--- src/rtl/serial_irq_pkg.sv ---
package serial_irq_pkg;
  typedef enum logic {
    SRC_BUFFER   = 1'b0,
    SRC_TELEGRAM = 1'b1
  } irq_src_e;
endpackage

--- src/rtl/pin_fall_det.sv ---
module pin_fall_det #(
  parameter int STAGES = 2
) (
  input  logic clk,
  input  logic rst_n,
  input  logic pin_i,
  output logic fall_o
);
  // sh[0..STAGES-1] synchronizer, sh[STAGES] previous synced value
  logic [STAGES:0] sh;

  always_ff @(posedge clk) begin
    if (!rst_n) sh <= '1;
    else        sh <= {sh[STAGES-1:0], pin_i};
  end

  assign fall_o = sh[STAGES] & ~sh[STAGES-1];

  // a falling edge is reported for exactly one cycle
  a_r6_fall_single_cycle: assert property (@(posedge clk) disable iff (!rst_n)
    fall_o |=> !fall_o);
endmodule

--- src/rtl/buf_event_det.sv ---
module buf_event_det (
  input  logic clk,
  input  logic rst_n,
  input  logic tx_empty_i,
  input  logic rx_full_i,
  output logic evt_o
);
  logic tx_q, rx_q;

  always_ff @(posedge clk) begin
    if (!rst_n) begin
      tx_q <= 1'b1;
      rx_q <= 1'b1;
    end else begin
      tx_q <= tx_empty_i;
      rx_q <= rx_full_i;
    end
  end

  assign evt_o = (tx_empty_i & ~tx_q) | (rx_full_i & ~rx_q);
endmodule

--- src/rtl/irq_pend_flag.sv ---
module irq_pend_flag (
  input  logic clk,
  input  logic rst_n,
  input  logic set_i,
  input  logic ack_i,
  output logic pend_o
);
  always_ff @(posedge clk) begin
    if (!rst_n)     pend_o <= 1'b0;
    else if (set_i) pend_o <= 1'b1;
    else if (ack_i) pend_o <= 1'b0;
  end

  // set wins over a simultaneous acknowledge
  a_r8_set_wins: assert property (@(posedge clk) disable iff (!rst_n)
    set_i |=> pend_o);
  // acknowledge alone clears
  a_r8_ack_clears: assert property (@(posedge clk) disable iff (!rst_n)
    (ack_i && !set_i) |=> !pend_o);
  // flag is sticky without acknowledge
  a_r10_sticky: assert property (@(posedge clk) disable iff (!rst_n)
    (pend_o && !ack_i) |=> pend_o);
  // no event, no new request
  a_r4_no_spurious: assert property (@(posedge clk) disable iff (!rst_n)
    (!pend_o && !set_i) |=> !pend_o);
endmodule

--- src/rtl/serial_irq_sel.sv ---
module serial_irq_sel
  import serial_irq_pkg::*;
#(
  parameter int NUM_PINS    = 2,
  parameter int SYNC_STAGES = 2
) (
  input  logic                clk,
  input  logic                rst_n,
  input  logic                fn_sel,
  input  logic                irq_mask,
  input  logic                port_active,
  input  logic                tx_empty,
  input  logic                rx_full,
  input  logic                tgram_end,
  input  logic [NUM_PINS-1:0] pin_in,
  input  logic [NUM_PINS-1:0] pin_edge_en,
  input  logic                irq_ack,
  output logic                irq_req,
  output logic                wake_req
);
  logic [NUM_PINS-1:0] pin_fall;
  logic                buf_evt;
  logic                ser_evt;
  logic                pin_evt;
  logic                set_any;
  logic                pend;
  irq_src_e            src;

  for (genvar g = 0; g < NUM_PINS; g++) begin : g_pin
    pin_fall_det #(.STAGES(SYNC_STAGES)) u_fall (
      .clk    (clk),
      .rst_n  (rst_n),
      .pin_i  (pin_in[g]),
      .fall_o (pin_fall[g])
    );
  end

  buf_event_det u_buf (
    .clk        (clk),
    .rst_n      (rst_n),
    .tx_empty_i (tx_empty),
    .rx_full_i  (rx_full),
    .evt_o      (buf_evt)
  );

  assign src = irq_src_e'(fn_sel);

  always_comb begin
    unique case (src)
      SRC_TELEGRAM: ser_evt = tgram_end;
      default:      ser_evt = buf_evt;
    endcase
  end

  assign pin_evt = |(pin_fall & pin_edge_en);
  assign set_any = (ser_evt & irq_mask & port_active) | pin_evt;

  irq_pend_flag u_pend (
    .clk    (clk),
    .rst_n  (rst_n),
    .set_i  (set_any),
    .ack_i  (irq_ack),
    .pend_o (pend)
  );

  assign irq_req  = pend;
  assign wake_req = pend;

  // a disabled pin edge alone never raises the request
  a_r7_pin_gate: assert property (@(posedge clk) disable iff (!rst_n)
    (!pend && !(ser_evt & irq_mask & port_active) && ((pin_fall & pin_edge_en) == '0))
    |=> !irq_req);
endmodule

--- config.mk ---
export PLATFORM = sky130hd
export DESIGN_NAME = serial_irq_sel
export DESIGN_NICKNAME = d
export VERILOG_FILES = /design/src/rtl/serial_irq_pkg.sv /design/src/rtl/pin_fall_det.sv /design/src/rtl/buf_event_det.sv /design/src/rtl/irq_pend_flag.sv /design/src/rtl/serial_irq_sel.sv
export SDC_FILE = /design/constraint.sdc
export NUM_CORES = 1
export LEC_CHECK = 0
export ABC_CLOCK_PERIOD_IN_PS = 1980
export BUFFER_PORTS_ARGS = -buffer_cell sky130_fd_sc_hd__buf_2
export CAP_MARGIN = 10
export CORE_AREA = 2 2 39 41
export DETAILED_ROUTE_END_ITERATION = 12
export DIE_AREA = 0 0 41 43
export GPL_TIMING_DRIVEN = 0
export PLACE_DENSITY_LB_ADDON = 0.25
export SYNTH_ARGS = -nofsm -noshare
export SYNTH_HDL_FRONTEND = slang
export SYNTH_SLANG_ARGS = --single-unit
--- constraint.sdc ---
create_clock -name clk -period 1.98 [get_ports clk]
set_input_delay 0.297 -clock clk [delete_from_list [all_inputs] [get_ports clk]]
set_output_delay 0.297 -clock clk [all_outputs]
set_load 0.02 [all_outputs]
==> key figures <==
Global routing
  • First-pass GRT wire length: 828 microns
  • Grt ovf: 0
  • GR Util met3: 4.71%
  • Largest net degree at the start of global routing: 10
  • GR Util met1: 7.79%
  • GRT Max-Usage Layer: met2
  • Met2 GRT Util: 9.69%
  • GRT Resource Usage Total: 7.65%
  • Vias in the first global route: 210
  • Initial antenna violation count: 0

STA
  • FMAX: 877 MHz
  • Setup violators final: 0
  • Max-Slew Margin vs Limit: 84.0%
  • Final min period: 1.14 ns
  • Slew Viols, Final: 0
  • RSZ-0062 raised after global routing: false
  • Slew of the pin with the lowest slew margin: 0.239 ns
  • Setup Skew: 0.000364 ns
  • Setup TNS: 0 ns
  • Fin crit share: 57.6%
  • Final hold vios: 0

Clocking
  • Maximum clock insertion buffer count: 2
  • Root Buffer: clkbuf_4
  • Cts-stage hold buffer count: 0
  • Clock slew at reported path FFs: 0.06 ns
  • CTS tree: built
  • Clk_lat worst skew: 0.26 ns
  • Post-cts sizing count: 0
  • # clock sinks: 9
  • H-tree depth: 1
  • Cts bufs inserted: 3
  • Setup repair bufs after CTS: 0

Logic synthesis
  • Area share of the largest cell type after synthesis: 59.5%
  • XOR/XNOR Fraction of Synth Area: 0%
  • Cell count after synthesis: 30
  • Combinational family with the most area after synthesis: simple AND/OR/NAND/NOR gates
  • Sequential share of the synthesized area: 59.5%
  • Syn nets: 43
  • Fraction of synthesized area in multiplexers: 0%
  • Synth Cell Area: 303 sq um
  • Synth cell types: 10
  • FF+latch count, synth: 9
  • Synth Warn #: 0
  • Synth Area in Compound Gates: 7.85%
  • Top area cells in the synthesized netlist: dfxtp_1 (60%), nand2b_1 (21%), nand2_1 (3.7%)
  • Post-synthesis adder-cell area fraction: 0%
  • Synth area leader: dfxtp_1
  • Syn Area/Cell: 10.1 sq um
  • Post-synthesis simple-gate area fraction: 27.7%

Power and ir drop
  • Combinational share of power: 9.4%
  • Internal power: 287 uW
  • Leak Pwr: 0.195 nW
  • Pwr dens: 883 mW/mm^2
  • Clock power frac: 38.7%
  • Switching share of power: 22.4%
  • NetSw: 82.8 uW
  • Seq pwr share: 51.9%
  • Peak supply drop: 0.000327 V

Critical path
  • CP arrival: 0.84 ns
  • Crit Path Max Fanout: 3
  • Worst setup SP type: register
  • CP Data Required Time: 1.68 ns
  • CP endpoint kind: primary output
  • Setup CP Type: register to primary output

Worst hold path
  • Hold WC Path Type: input pin to register

Route
  • Vias per cell: 3.84
  • TritonRoute pass-1 iters: 3
  • Antenna viol nets, final: 0
  • DRC errors left: 0
  • Routed WL: 498 microns
  • DR vias: 246
  • Initial DRC Count: 6
  • Drt wl/cell: 7.78 microns

Die
  • Initial Utilization: 21.9%
  • DIE AREA: 0.00176 sq mm
  • I/O pin count: 15
  • # rows: 14
  • Die X: 41 microns
  • Total core area: 0.00138 sq mm
  • Die Y: 43 microns

Placed design
  • GPL Wtd Cong: 0.615
  • Port buffer count: 14
  • Placed Cells: 60

Job
  • # Max-Cap Violations: 0

Final layout
  • Most common cell after layout, fill and taps aside: buf_2
  • Nets: 62
  • Share of cells above drive strength 1: 37.5%
  • Final cell count without fillers: 64
  • FILL cells: 150
  • ANT cells: 0
  • Commonest non-fill, non-tap cells in the layout: buf_2 (14), nand2b_1 (10), dfxtp_1 (9)
  • Syn-to-layout area delta: 38.4%

Status
  • Status: finished, final reports clean
cell families after synthesis:
family | count (synthesis)
buffers and inverters | 3
and+or+nand+nor | 15
DFF | 9
AOI/OAI and AO/OA | 3
area by class of cell:
| class | instances | area (sq um) | area share [%] |
|---|---|---|---|
| plain buffers | 1 | 7.51 | 1.79 |
| clock buffers | 4 | 26.3 | 6.27 |
| inverters | 2 | 7.51 | 1.79 |
| multi-input cells | 18 | 108 | 25.7 |
| flip-flops and latches | 9 | 180 | 43.0 |
| well taps | 16 | 20.0 | 4.78 |
| repair buffers | 14 | 70.1 | 16.7 |
Yosys cell counts:
cell type and number:
nand2b_1 10, dfxtp_1 9, nand2_1 3, inv_1 2, a311oi_1 1, buf_4 1, nor2_1 1, nor2b_1 1
o22ai_1 1, o31a_1 1
critical path: stages, from the launching register on:
cell and delay (ns):
dfxtp_1 0.34, buf_4 0.10, buf_2 0.14
sequential cells by signal (all words and copies together), names as in the netlist:
name and flops:
g_pin.u_fall.sh 6, u_buf.rx_q 1, u_buf.tx_q 1, u_pend.pend_o 1
through the flow:
step | hold slack, ns | utilization, % | instance area [sq um] | setup WS [ns] | total power [mW]
global route | 0.215 | 30.3 | 419 | 0.788 | 0.390
detailed placement | 0.396 | 28.4 | 393 | 0.994 | 0.231
global placement | 0.388 | 28.4 | 393 | 1.01 | 0.231
finish | 0.211 | 30.3 | 419 | 0.839 | 0.370
floorplan | 0.370 | - | 303 | 1.07 | 0.213
CTS | 0.206 | 30.3 | 419 | 0.824 | 0.375
path summary, 6_finish.rpt:
path	slack, ns	from	cells past startpoint	endpoint
min	0.21	pin_in[0]	2	g_pin[0].u_fall.sh[0]
min reg2reg	0.41	g_pin[1].u_fall.sh[0]	1	g_pin[1].u_fall.sh[1]
max	0.84	u_pend.pend_o	2	wake_req
max reg2reg	1.06	u_buf.tx_q	3	u_pend.pend_o
power groups by stage:
stage                     Clock [mW]  Combinational (mW)  Sequential [mW]
after floorplan                    0              0.0156            0.197
after global placement             0              0.0350            0.196
after detailed placement           0              0.0354            0.196
after CTS                      0.148              0.0356            0.192
after global routing           0.158              0.0397            0.193
final                          0.143              0.0349            0.192
routing by layer:
| layer | routed length, microns | part of all wire, % |
|---|---|---|
| met5 | 0 | 0 |
| met4 | 4 | 0.80 |
| met3 | 42 | 8.4 |
| met2 | 248 | 50 |
| met1 | 202 | 41 |
(Power assumes the default switching activity.)
